**config.mk**
```make
export PLATFORM = sky130hd
export DESIGN_NAME = opd_addr_decoder
export DESIGN_NICKNAME = d
export VERILOG_FILES = /design/src/rtl/opd_pkg.sv /design/src/rtl/opd_fmt_split.sv /design/src/rtl/opd_operand.sv /design/src/rtl/opd_ext_order.sv /design/src/rtl/opd_addr_decoder.sv
export SDC_FILE = /design/constraint.sdc
export NUM_CORES = 1
export LEC_CHECK = 0
export ABC_AREA = 1
export BUFFER_PORTS_ARGS = -buffer_cell sky130_fd_sc_hd__buf_2
export CORE_MARGIN = 2
export CORE_UTILIZATION = 34
export DETAILED_ROUTE_END_ITERATION = 12
export SLEW_MARGIN = 40
export SYNTH_ARGS = -nofsm -noshare
export SYNTH_HDL_FRONTEND = slang
export SYNTH_SLANG_ARGS = --single-unit
```
**constraint.sdc**
```tcl
create_clock -name clk -period 2.67 [get_ports clk]
set_clock_uncertainty 0.05 [all_clocks]
set_input_delay 0.4005 -clock clk [delete_from_list [all_inputs] [get_ports clk]]
set_output_delay 0.4005 -clock clk [all_outputs]
set_load 0.02 [all_outputs]
```
**src/rtl/opd_pkg.sv**
```systemverilog
package opd_pkg;
  localparam int WORD_W = 16;
  localparam int REG_W  = 4;
  localparam int MODE_W = 2;
  localparam int OPC_W  = 4;
  localparam int COND_W = 3;
  localparam int OFS_W  = 10;
  localparam int CNT_W  = 2;
  localparam int STEP_W = 2;

  localparam logic [REG_W-1:0] REG_PC = 4'd0;
  localparam logic [REG_W-1:0] REG_SP = 4'd1;
  localparam logic [REG_W-1:0] REG_SR = 4'd2;
  localparam logic [REG_W-1:0] REG_CG = 4'd3;

  localparam logic [MODE_W-1:0] M_DIR = 2'b00;
  localparam logic [MODE_W-1:0] M_IDX = 2'b01;
  localparam logic [MODE_W-1:0] M_IND = 2'b10;
  localparam logic [MODE_W-1:0] M_INC = 2'b11;

  typedef enum logic [1:0] {
    FMT_ILLEGAL = 2'd0,
    FMT_DOUBLE  = 2'd1,
    FMT_SINGLE  = 2'd2,
    FMT_JUMP    = 2'd3
  } fmt_e;

  typedef enum logic [1:0] {
    EXT_NONE = 2'd0,
    EXT_SRC  = 2'd1,
    EXT_DST  = 2'd2
  } role_e;

  typedef struct packed {
    fmt_e               fmt;
    logic [OPC_W-1:0]   opcode;
    logic [COND_W-1:0]  cond;
    logic [OFS_W-1:0]   offset;
    logic               byte_op;
    logic [REG_W-1:0]   sreg;
    logic [REG_W-1:0]   dreg;
    logic [MODE_W-1:0]  smode;
    logic [MODE_W-1:0]  dmode;
    logic               cg_sel;
    logic [WORD_W-1:0]  cg_val;
    logic               abs_src;
    logic               abs_dst;
    logic [CNT_W-1:0]   ext_cnt;
    role_e              role0;
    role_e              role1;
    logic [STEP_W-1:0]  inc_step;
  } dec_t;
endpackage

```
**src/rtl/opd_fmt_split.sv**
```systemverilog
module opd_fmt_split
  import opd_pkg::*;
(
  input  logic                clk,
  input  logic                rst_n,
  input  logic [WORD_W-1:0]   word,
  output fmt_e                fmt,
  output logic [OPC_W-1:0]    opcode,
  output logic [COND_W-1:0]   cond,
  output logic [OFS_W-1:0]    offset,
  output logic                byte_op,
  output logic [REG_W-1:0]    sreg,
  output logic [REG_W-1:0]    dreg,
  output logic [MODE_W-1:0]   smode,
  output logic [MODE_W-1:0]   dmode
);
  always_comb begin
    fmt     = FMT_ILLEGAL;
    opcode  = '0;
    cond    = '0;
    offset  = '0;
    byte_op = 1'b0;
    sreg    = '0;
    dreg    = '0;
    smode   = '0;
    dmode   = '0;
    if (word[15:13] == 3'b001) begin
      fmt    = FMT_JUMP;
      cond   = word[12:10];
      offset = word[9:0];
    end else if (word[15:14] != 2'b00) begin
      fmt     = FMT_DOUBLE;
      opcode  = word[15:12];
      sreg    = word[11:8];
      dmode   = {1'b0, word[7]};
      byte_op = word[6];
      smode   = word[5:4];
      dreg    = word[3:0];
    end else if (word[15:10] == 6'b000100) begin
      fmt     = FMT_SINGLE;
      opcode  = {1'b0, word[9:7]};
      byte_op = word[6];
      dmode   = word[5:4];
      dreg    = word[3:0];
    end
  end

  // a jump class is only ever reported for the 001 prefix
  assert_jump_prefix_R1: assert property (@(posedge clk) disable iff (!rst_n)
    (fmt == FMT_JUMP) |-> (word[15:13] == 3'b001));
  // single-operand group never carries a source mode
  assert_single_nosrc_R3: assert property (@(posedge clk) disable iff (!rst_n)
    (fmt == FMT_SINGLE) |-> (smode == '0 && sreg == '0));
endmodule

```
**src/rtl/opd_operand.sv**
```systemverilog
module opd_operand
  import opd_pkg::*;
(
  input  logic               clk,
  input  logic               rst_n,
  input  logic               active,
  input  logic [REG_W-1:0]   rnum,
  input  logic [MODE_W-1:0]  mode,
  input  logic               byte_op,
  output logic               cg_sel,
  output logic [WORD_W-1:0]  cg_val,
  output logic               abs_hit,
  output logic               ext_need,
  output logic [STEP_W-1:0]  inc_step
);
  logic is_sr, is_cg, full_step;

  assign is_sr     = (rnum == REG_SR);
  assign is_cg     = (rnum == REG_CG);
  assign full_step = !byte_op || rnum == REG_PC || rnum == REG_SP;

  always_comb begin
    cg_sel = active && (is_cg || (is_sr && mode[1]));
    cg_val = '0;
    if (cg_sel) begin
      if (is_cg) begin
        unique case (mode)
          M_DIR:   cg_val = '0;
          M_IDX:   cg_val = WORD_W'(1);
          M_IND:   cg_val = WORD_W'(2);
          default: cg_val = '1;
        endcase
      end else begin
        cg_val = (mode == M_IND) ? WORD_W'(4) : WORD_W'(8);
      end
    end
  end

  assign abs_hit  = active && is_sr && (mode == M_IDX);
  assign ext_need = active && !cg_sel &&
                    ((mode == M_IDX) || (mode == M_INC && rnum == REG_PC));
  assign inc_step = (active && !cg_sel && mode == M_INC)
                    ? (full_step ? STEP_W'(2) : STEP_W'(1)) : '0;

  // a constant never consumes an extension word
  assert_cg_noext_R5: assert property (@(posedge clk) disable iff (!rst_n)
    cg_sel |-> !ext_need);
  // only post-increment mode steps the register
  assert_inc_mode_R9: assert property (@(posedge clk) disable iff (!rst_n)
    (inc_step != '0) |-> (mode == M_INC && !cg_sel));
  // absolute addressing always brings one extension word
  assert_abs_ext_R6: assert property (@(posedge clk) disable iff (!rst_n)
    abs_hit |-> ext_need);
endmodule

```
**src/rtl/opd_ext_order.sv**
```systemverilog
module opd_ext_order
  import opd_pkg::*;
(
  input  logic              clk,
  input  logic              rst_n,
  input  logic              src_ext,
  input  logic              dst_ext,
  output logic [CNT_W-1:0]  cnt,
  output role_e             role0,
  output role_e             role1
);
  assign cnt = CNT_W'(src_ext) + CNT_W'(dst_ext);

  always_comb begin
    role0 = EXT_NONE;
    role1 = EXT_NONE;
    if (src_ext) begin
      role0 = EXT_SRC;
      if (dst_ext) role1 = EXT_DST;
    end else if (dst_ext) begin
      role0 = EXT_DST;
    end
  end

  // with two extension words the source one always comes first
  assert_order_R8: assert property (@(posedge clk) disable iff (!rst_n)
    (cnt == CNT_W'(2)) |-> (role0 == EXT_SRC && role1 == EXT_DST));
  // no role is named for a word that is not counted
  assert_count_R7: assert property (@(posedge clk) disable iff (!rst_n)
    (cnt == '0) |-> (role0 == EXT_NONE && role1 == EXT_NONE));
endmodule

```
**src/rtl/opd_addr_decoder.sv**
```systemverilog
module opd_addr_decoder
  import opd_pkg::*;
(
  input  logic               clk,
  input  logic               rst_n,
  input  logic               in_valid,
  output logic               in_ready,
  input  logic [WORD_W-1:0]  in_word,
  output logic               out_valid,
  input  logic               out_ready,
  output logic [1:0]         out_class,
  output logic [OPC_W-1:0]   out_opcode,
  output logic [COND_W-1:0]  out_cond,
  output logic [OFS_W-1:0]   out_offset,
  output logic               out_byte,
  output logic [REG_W-1:0]   out_sreg,
  output logic [REG_W-1:0]   out_dreg,
  output logic [MODE_W-1:0]  out_smode,
  output logic [MODE_W-1:0]  out_dmode,
  output logic               out_cg_sel,
  output logic [WORD_W-1:0]  out_cg_value,
  output logic               out_abs_src,
  output logic               out_abs_dst,
  output logic [CNT_W-1:0]   out_ext_count,
  output logic [1:0]         out_ext0_role,
  output logic [1:0]         out_ext1_role,
  output logic [STEP_W-1:0]  out_inc_step
);
  fmt_e               fmt;
  logic [OPC_W-1:0]   opcode;
  logic [COND_W-1:0]  cond;
  logic [OFS_W-1:0]   offset;
  logic               byte_op;
  logic [REG_W-1:0]   sreg, dreg, op_reg;
  logic [MODE_W-1:0]  smode, dmode, op_mode;
  logic               is_dbl, op_active;
  logic               cg_sel, abs_hit, op_ext;
  logic [WORD_W-1:0]  cg_val;
  logic [STEP_W-1:0]  inc_step;
  logic [CNT_W-1:0]   ext_cnt;
  role_e              role0, role1;
  dec_t               dec_d, dec_q;

  opd_fmt_split u_split (
    .clk(clk), .rst_n(rst_n), .word(in_word), .fmt(fmt), .opcode(opcode),
    .cond(cond), .offset(offset), .byte_op(byte_op), .sreg(sreg),
    .dreg(dreg), .smode(smode), .dmode(dmode)
  );

  assign is_dbl    = (fmt == FMT_DOUBLE);
  assign op_active = is_dbl || (fmt == FMT_SINGLE);
  assign op_reg    = is_dbl ? sreg  : dreg;
  assign op_mode   = is_dbl ? smode : dmode;

  opd_operand u_opnd (
    .clk(clk), .rst_n(rst_n), .active(op_active), .rnum(op_reg),
    .mode(op_mode), .byte_op(byte_op), .cg_sel(cg_sel), .cg_val(cg_val),
    .abs_hit(abs_hit), .ext_need(op_ext), .inc_step(inc_step)
  );

  opd_ext_order u_order (
    .clk(clk), .rst_n(rst_n),
    .src_ext(is_dbl && op_ext),
    .dst_ext(is_dbl ? dmode[0] : op_ext),
    .cnt(ext_cnt), .role0(role0), .role1(role1)
  );

  always_comb begin
    dec_d.fmt      = fmt;
    dec_d.opcode   = opcode;
    dec_d.cond     = cond;
    dec_d.offset   = offset;
    dec_d.byte_op  = byte_op;
    dec_d.sreg     = sreg;
    dec_d.dreg     = dreg;
    dec_d.smode    = smode;
    dec_d.dmode    = dmode;
    dec_d.cg_sel   = cg_sel;
    dec_d.cg_val   = cg_val;
    dec_d.abs_src  = is_dbl && abs_hit;
    dec_d.abs_dst  = is_dbl ? (dmode[0] && dreg == REG_SR) : abs_hit;
    dec_d.ext_cnt  = ext_cnt;
    dec_d.role0    = role0;
    dec_d.role1    = role1;
    dec_d.inc_step = inc_step;
  end

  assign in_ready = !out_valid || out_ready;

  always_ff @(posedge clk) begin
    if (!rst_n) begin
      out_valid <= 1'b0;
      dec_q     <= '0;
    end else if (in_ready) begin
      out_valid <= in_valid;
      if (in_valid) dec_q <= dec_d;
    end
  end

  assign out_class     = dec_q.fmt;
  assign out_opcode    = dec_q.opcode;
  assign out_cond      = dec_q.cond;
  assign out_offset    = dec_q.offset;
  assign out_byte      = dec_q.byte_op;
  assign out_sreg      = dec_q.sreg;
  assign out_dreg      = dec_q.dreg;
  assign out_smode     = dec_q.smode;
  assign out_dmode     = dec_q.dmode;
  assign out_cg_sel    = dec_q.cg_sel;
  assign out_cg_value  = dec_q.cg_val;
  assign out_abs_src   = dec_q.abs_src;
  assign out_abs_dst   = dec_q.abs_dst;
  assign out_ext_count = dec_q.ext_cnt;
  assign out_ext0_role = dec_q.role0;
  assign out_ext1_role = dec_q.role1;
  assign out_inc_step  = dec_q.inc_step;

  // a stalled result stays valid and unchanged
  assert_hold_R10: assert property (@(posedge clk) disable iff (!rst_n)
    (out_valid && !out_ready) |=> (out_valid && $stable(dec_q)));
  // jumps and illegal words carry no operand work
  assert_nooperand_R12: assert property (@(posedge clk) disable iff (!rst_n)
    (out_valid && (out_class == 2'd0 || out_class == 2'd3)) |->
      (out_ext_count == '0 && !out_cg_sel && out_inc_step == '0));
endmodule

```
# [After elaboration in Yosys (flattened, before gate mapping)]
# Cells that the tools add are included.
[totals] ff_bits=60 output_inout_bits=61
[op_classes] n_addsub=1 n_eq_ne=11 n_mux=34 n_reduce_logical=24
[ops] operator="$pmux 16 s3" count=1
[ops] operator="$mux 4" count=9
[ops] operator="$mux 16" count=2
[ops] operator="$mux 2" count=14
[ops] operator="$eq 4x2->1 const B" count=3
[ops] operator="$logic_and 1x1->1" count=11
[ops] operator="$mux 10" count=1
[ops] operator="$eq 2x2->1 const B" count=3
[ops] operator="$eq 6x3->1 const B" count=1
[ops] operator="$logic_or 1x1->1" count=6
[ops] operator="$mux 3" count=2
[ops] operator="$mux 1" count=5
[ops] operator="$eq 2x1->1 const B" count=2
[ops] operator="$eq 4x1->1 const B" count=1
[ops] operator="$logic_not 4->1" count=1
[ops] operator="$eq 3x1->1 const B" count=1
[ops] operator="$logic_not 1->1" count=3
[ops] operator="$add 1x1->2" count=1
[ops] operator="$logic_not 2->1" count=1
[ops] operator="$reduce_and 2->1" count=1
[ops] operator="$reduce_bool 2->1" count=1

# [Longest topological paths before layout]
[logic_depth] depth_word=16 ltp_mapped=20 depth_no_buf=19

# [By module]
# Synthesis repeated with hierarchy kept, for this count alone.
[hier_totals] hier_cells=404 hier_area_um2=2865.2
[modules_own_cells] mod="opd_addr_decoder" instances=1 cells_per_inst=289 area_per_inst_um2=2243.4
[modules_own_cells] mod="opd_fmt_split" instances=1 cells_per_inst=61 area_per_inst_um2=309.0
[modules_own_cells] mod="opd_operand" instances=1 cells_per_inst=46 area_per_inst_um2=254.0
[modules_own_cells] mod="opd_ext_order" instances=1 cells_per_inst=8 area_per_inst_um2=58.8

# [Worst setup path before layout]
# No wires, ideal clock.
[synth_path] path_type="input to register" from="in in_word[11]" to="reg dec_q (netlist bit out_ext0_role[1])" setup_time_ps=116 t_arrival_ps=2196 setup_slack_ps=308 cell_stages=17 path_buffers=1 path_cell_list="nor2_1 nand2_2 nor2_1 inv_1 nand2_1 inv_1 ha_1 buf_4 inv_2 nand3_2 nand2_4 nand3_1 nand3_1 a21oi_1 ha_1 o21ai_0 nor2_1"
[synth_lines] item="start: declaration" line="opd_addr_decoder.sv:8" text="input logic [WORD_W-1:0] in_word,"
[synth_lines] item="end signal: assignment" line="opd_addr_decoder.sv:93" text="dec_q <= '0;"
[synth_lines] item="end signal: assignment" line="opd_addr_decoder.sv:96" text="if (in_valid) dec_q <= dec_d;"
[synth_lines] item="end: declaration" line="opd_addr_decoder.sv:42" text="dec_t dec_d, dec_q;"

# [Worst setup path in the final report]
[layout_path] from="in in_word[11]" to="reg dec_q (netlist bit out_ext_count[0])"
[layout_via] elab_chain_len=15
[layout_lines] item="$eq 6x3->1" line="opd_fmt_split.sv:39" text="end else if (word[15:10] == 6'b000100) begin"
[layout_lines] item="$mux 2" line="opd_fmt_split.sv:39"
[layout_lines] item="$mux 2" line="opd_fmt_split.sv:31" text="end else if (word[15:14] != 2'b00) begin"
[layout_lines] item="$mux 2" line="opd_fmt_split.sv:27" text="if (word[15:13] == 3'b001) begin"
[layout_lines] item="$eq 2x1->1" line="opd_addr_decoder.sv:50" text="assign is_dbl = (fmt == FMT_DOUBLE);"
[layout_lines] item="$mux 4" line="opd_addr_decoder.sv:52" text="assign op_reg = is_dbl ? sreg : dreg;"
[layout_lines] item="$eq 4x2->1" line="opd_operand.sv:18" text="assign is_sr = (rnum == REG_SR);"
[layout_lines] item="$logic_and 1x1->1" line="opd_operand.sv:23" text="cg_sel = active && (is_cg || (is_sr && mode[1]));"
[layout_lines] item="$logic_or 1x1->1" line="opd_operand.sv:23"
[layout_lines] item="$logic_and 1x1->1" line="opd_operand.sv:23"
[layout_lines] item="$logic_not 1->1" line="opd_operand.sv:40" text="assign ext_need = active && !cg_sel &&"
[layout_lines] item="$logic_and 1x1->1 (2 in series)" line="opd_operand.sv:40"
[layout_lines] item="$mux 1 or $logic_and 1x1->1 (tied branches)" line="opd_addr_decoder.sv:64, opd_addr_decoder.sv:63"
[layout_lines] item="$add 1x1->2 *" line="opd_ext_order.sv:12" text="assign cnt = CNT_W'(src_ext) + CNT_W'(dst_ext);"
# Every way passes the cells marked *; elsewhere a longest branch is shown, timed or not.
# A chain may end at the register's enable or synchronous reset.

==> results.md <==
* Initial Utilization at 34.9%
* Synth area leaders: dfxtp_1, nand2_1, nor2_1
* Mean Syn Cell Area at 7.47 um2
* Pwr per Cell Area at 550 nW/um2
* Fmax at 0.408 GHz
* Slew Limit Fails at 0
* Row cnt at 29
* Vias per inst at 4.94
* Post-synthesis cell type count at 32
* Largest delay share family, worst path: simple AND/OR/NAND/NOR gates
* Share of the synthesized area in the top cell type at 42.7%
* Routed Antenna Nets at 0
* Final WL at 5790 um
* Initial antenna violation count at 0
* Worst vdd ir at 0.227 mV
* Crit path top cell by count: nand2_1
* Yosys warnings at 0
* CTS Sinks at 47
* Final hold vios at 0
* Startpoint types: input pin
* Required time worst endpoint at 2.85 ns
* Worst setup margin at 0.220 ns
* Rel. slew slack at 52.7%
* Cell count after placement at 431
* WS Path Type: input pin to flip-flop
* # DRC at 0
* Final Net Count at 384
* Critical path endpoint category: flip-flop
* Worst skew pair latency at 0.29 ns
* CP peak stage delay at 0.27 ns
* Critical path peak fanout at 10
* 1st-iter DRT viols at 165
* Crit path buf inv count at 4
* Diode count at 0
* Final Instance Count excl. Fillers at 438
* Largest area contributor in the netlist: dfxtp_1
* All-layer global routing usage at 16.4%
* Status: finished, final reports clean
* CTS tree: built
* Post-cts sizing count at 0
* Number of global-route vias before repair at 2001
* Max Cap Viol at 0
* Die area at 7140 um2
* Largest net degree at the start of global routing at 25
* Hold crit path type: input pin to flip-flop
* Post-synthesis cell count at 295
* Util after Layout at 42.4%
* Seq cells post-synth at 47
* Die Y-Extent at 84.5 um
* Tmin final at 2.45 ns
* Total gr overflow at 0
* RSZ-0062 raised after global routing: no
* IO buf count at 79
* Post-CTS Setup Inserts at 0
* H-tree Lvls at 2
* I/O pins at 81
* WP data arrival at 2.63 ns
* DPL Wire Length at 4340 um
* Period utilisation layout at 91.8%
* RePlAce Congestion at 0.900
* Leakage power at 1.35 nW
* Clock buffer depth at 2
* Routed vias at 2165
* CP Cell Sequence: buf_2 -> nor2_1 -> nand2_2 -> nor2_1 -> inv_1 -> nand2_1 -> inv_1 -> ha_1 -> inv_2 -> nand3_1 -> nand2_2 -> nand2_1 -> nand2_1 -> nand3_1 -> a21oi_1 -> ha_1 -> a21oi_1
* Post-CTS Hold Buffers at 0
* Commonest non-fill, non-tap cell in the layout: buf_2
* Pre-CTS setup slack at -0.0390 ns
* Mapped cell area at 2200 um2
* Actual slew at the worst max-slew pin at 0.705 ns
* Layout area overhead at 21.6%
* Wire per inst at 13.2 um
* Final setup fails at 0
* Layout cells sized above 1 at 31.9%
* Syn nets at 318
* Core Region at 6310 um2
* Die W at 84.5 um
* Total CTS buffers at 5
* First-pass GRT wire length at 9600 um
* Power Total at 1.47 mW
* CP max stage cell: ha_1
* Most frequent cells in the layout: buf_2, nand2_1, dfxtp_1
* Clock Tree Root: clkbuf_8
* Clk slew on worst S/H paths at 0.08 ns
* DR pass1 iterations at 4
* Sequential area share after synthesis at 42.7%
[power breakdown]
part           internal [mW]  switching (mW)
combinational         0.0929           0.201
sequential             0.734          0.0162
clock                  0.203           0.225
[cells in the mapped netlist, drive strengths merged]
cell and n:
nor4 1, conb 1, dfxtp 47, nand3 13, nor2 41, o211ai 2
a21boi 3, o22ai 1, o21bai 1, o21ai 25, nand3b 1, a21oi 28
a22oi 13, buf 16, a21o 1, nand2 62, nor3 1, clkbuf 10
ha 3, nand4 1, inv 24
[per-stage QoR]
stage,area [um2],setup TNS (ns),hold WS [ns]
floorplan,2200,0,0.489
CTS,2680,0,0.300
detailed placement,2590,-0.0592,0.406
global route,2680,0,0.308
global placement,2590,0,0.404
finish,2680,0,0.299
[logic make-up after synthesis]
kind of cell	share of synthesized area, %
AO/OA/AOI/OAI	19.6
adder cells (fa/ha/maj)	1.70
buffers and inverters	11.0
flip-flops	42.7
other	0.170
AND/OR/NAND/NOR	24.8
[registers in the layout (all words and copies together), names as in the netlist]
name,flops
out_abs_dst,1
out_abs_src,1
out_byte,1
out_cg_sel,1
out_cg_value,5
out_class,2
out_cond,3
out_dmode,2
out_dreg,4
out_ext0_role,2
out_ext1_role,1
out_ext_count,1
out_inc_step,2
out_offset,10
out_opcode,4
out_smode,2
out_sreg,4
out_valid,1
[tightest hold or removal path, delay by kind of cell]
family | cells | cell delay (ns)
AO/OA/AOI/OAI | 1 | 0.06
buffers and inverters | 1 | 0.09
AND/OR/NAND/NOR | 1 | 0.07
[layer usage]
metal,vias up,GRT usage [%],part of all wire (%),wire length (um)
li1,1080,-,-,-
met1,1004,22.3,47,2720
met2,72,25.8,46,2650
met3,9,3.93,5.5,320
met4,0,5.19,1.7,100
met5,-,0,0,0
[area by class of cell]
type / instances / area, um2
Clock buffer: 6 / 82.6
Clock inverter: 1 / 5.00
Fill cell: 688 / 3630
Inverter: 24 / 90.1
Multi-Input combinational cell: 198 / 1020
Sequential cell: 47 / 941
Tap cell: 77 / 96.3
Timing Repair Buffer: 85 / 440
[final timing paths]
path | start | end | slack [ns] | cells after the start
worst max-delay path | in_word[11] | out_ext_count[0] | 0.22 | 17
worst min-delay path | in_word[2] | out_offset[2] | 0.30 | 3
worst max register to register | out_valid | out_cg_value[3] | 1.07 | 7
worst min register to register | out_opcode[2] | out_opcode[2] | 0.41 | 2
No activity file was read; power rests on OpenSTA's default activity.
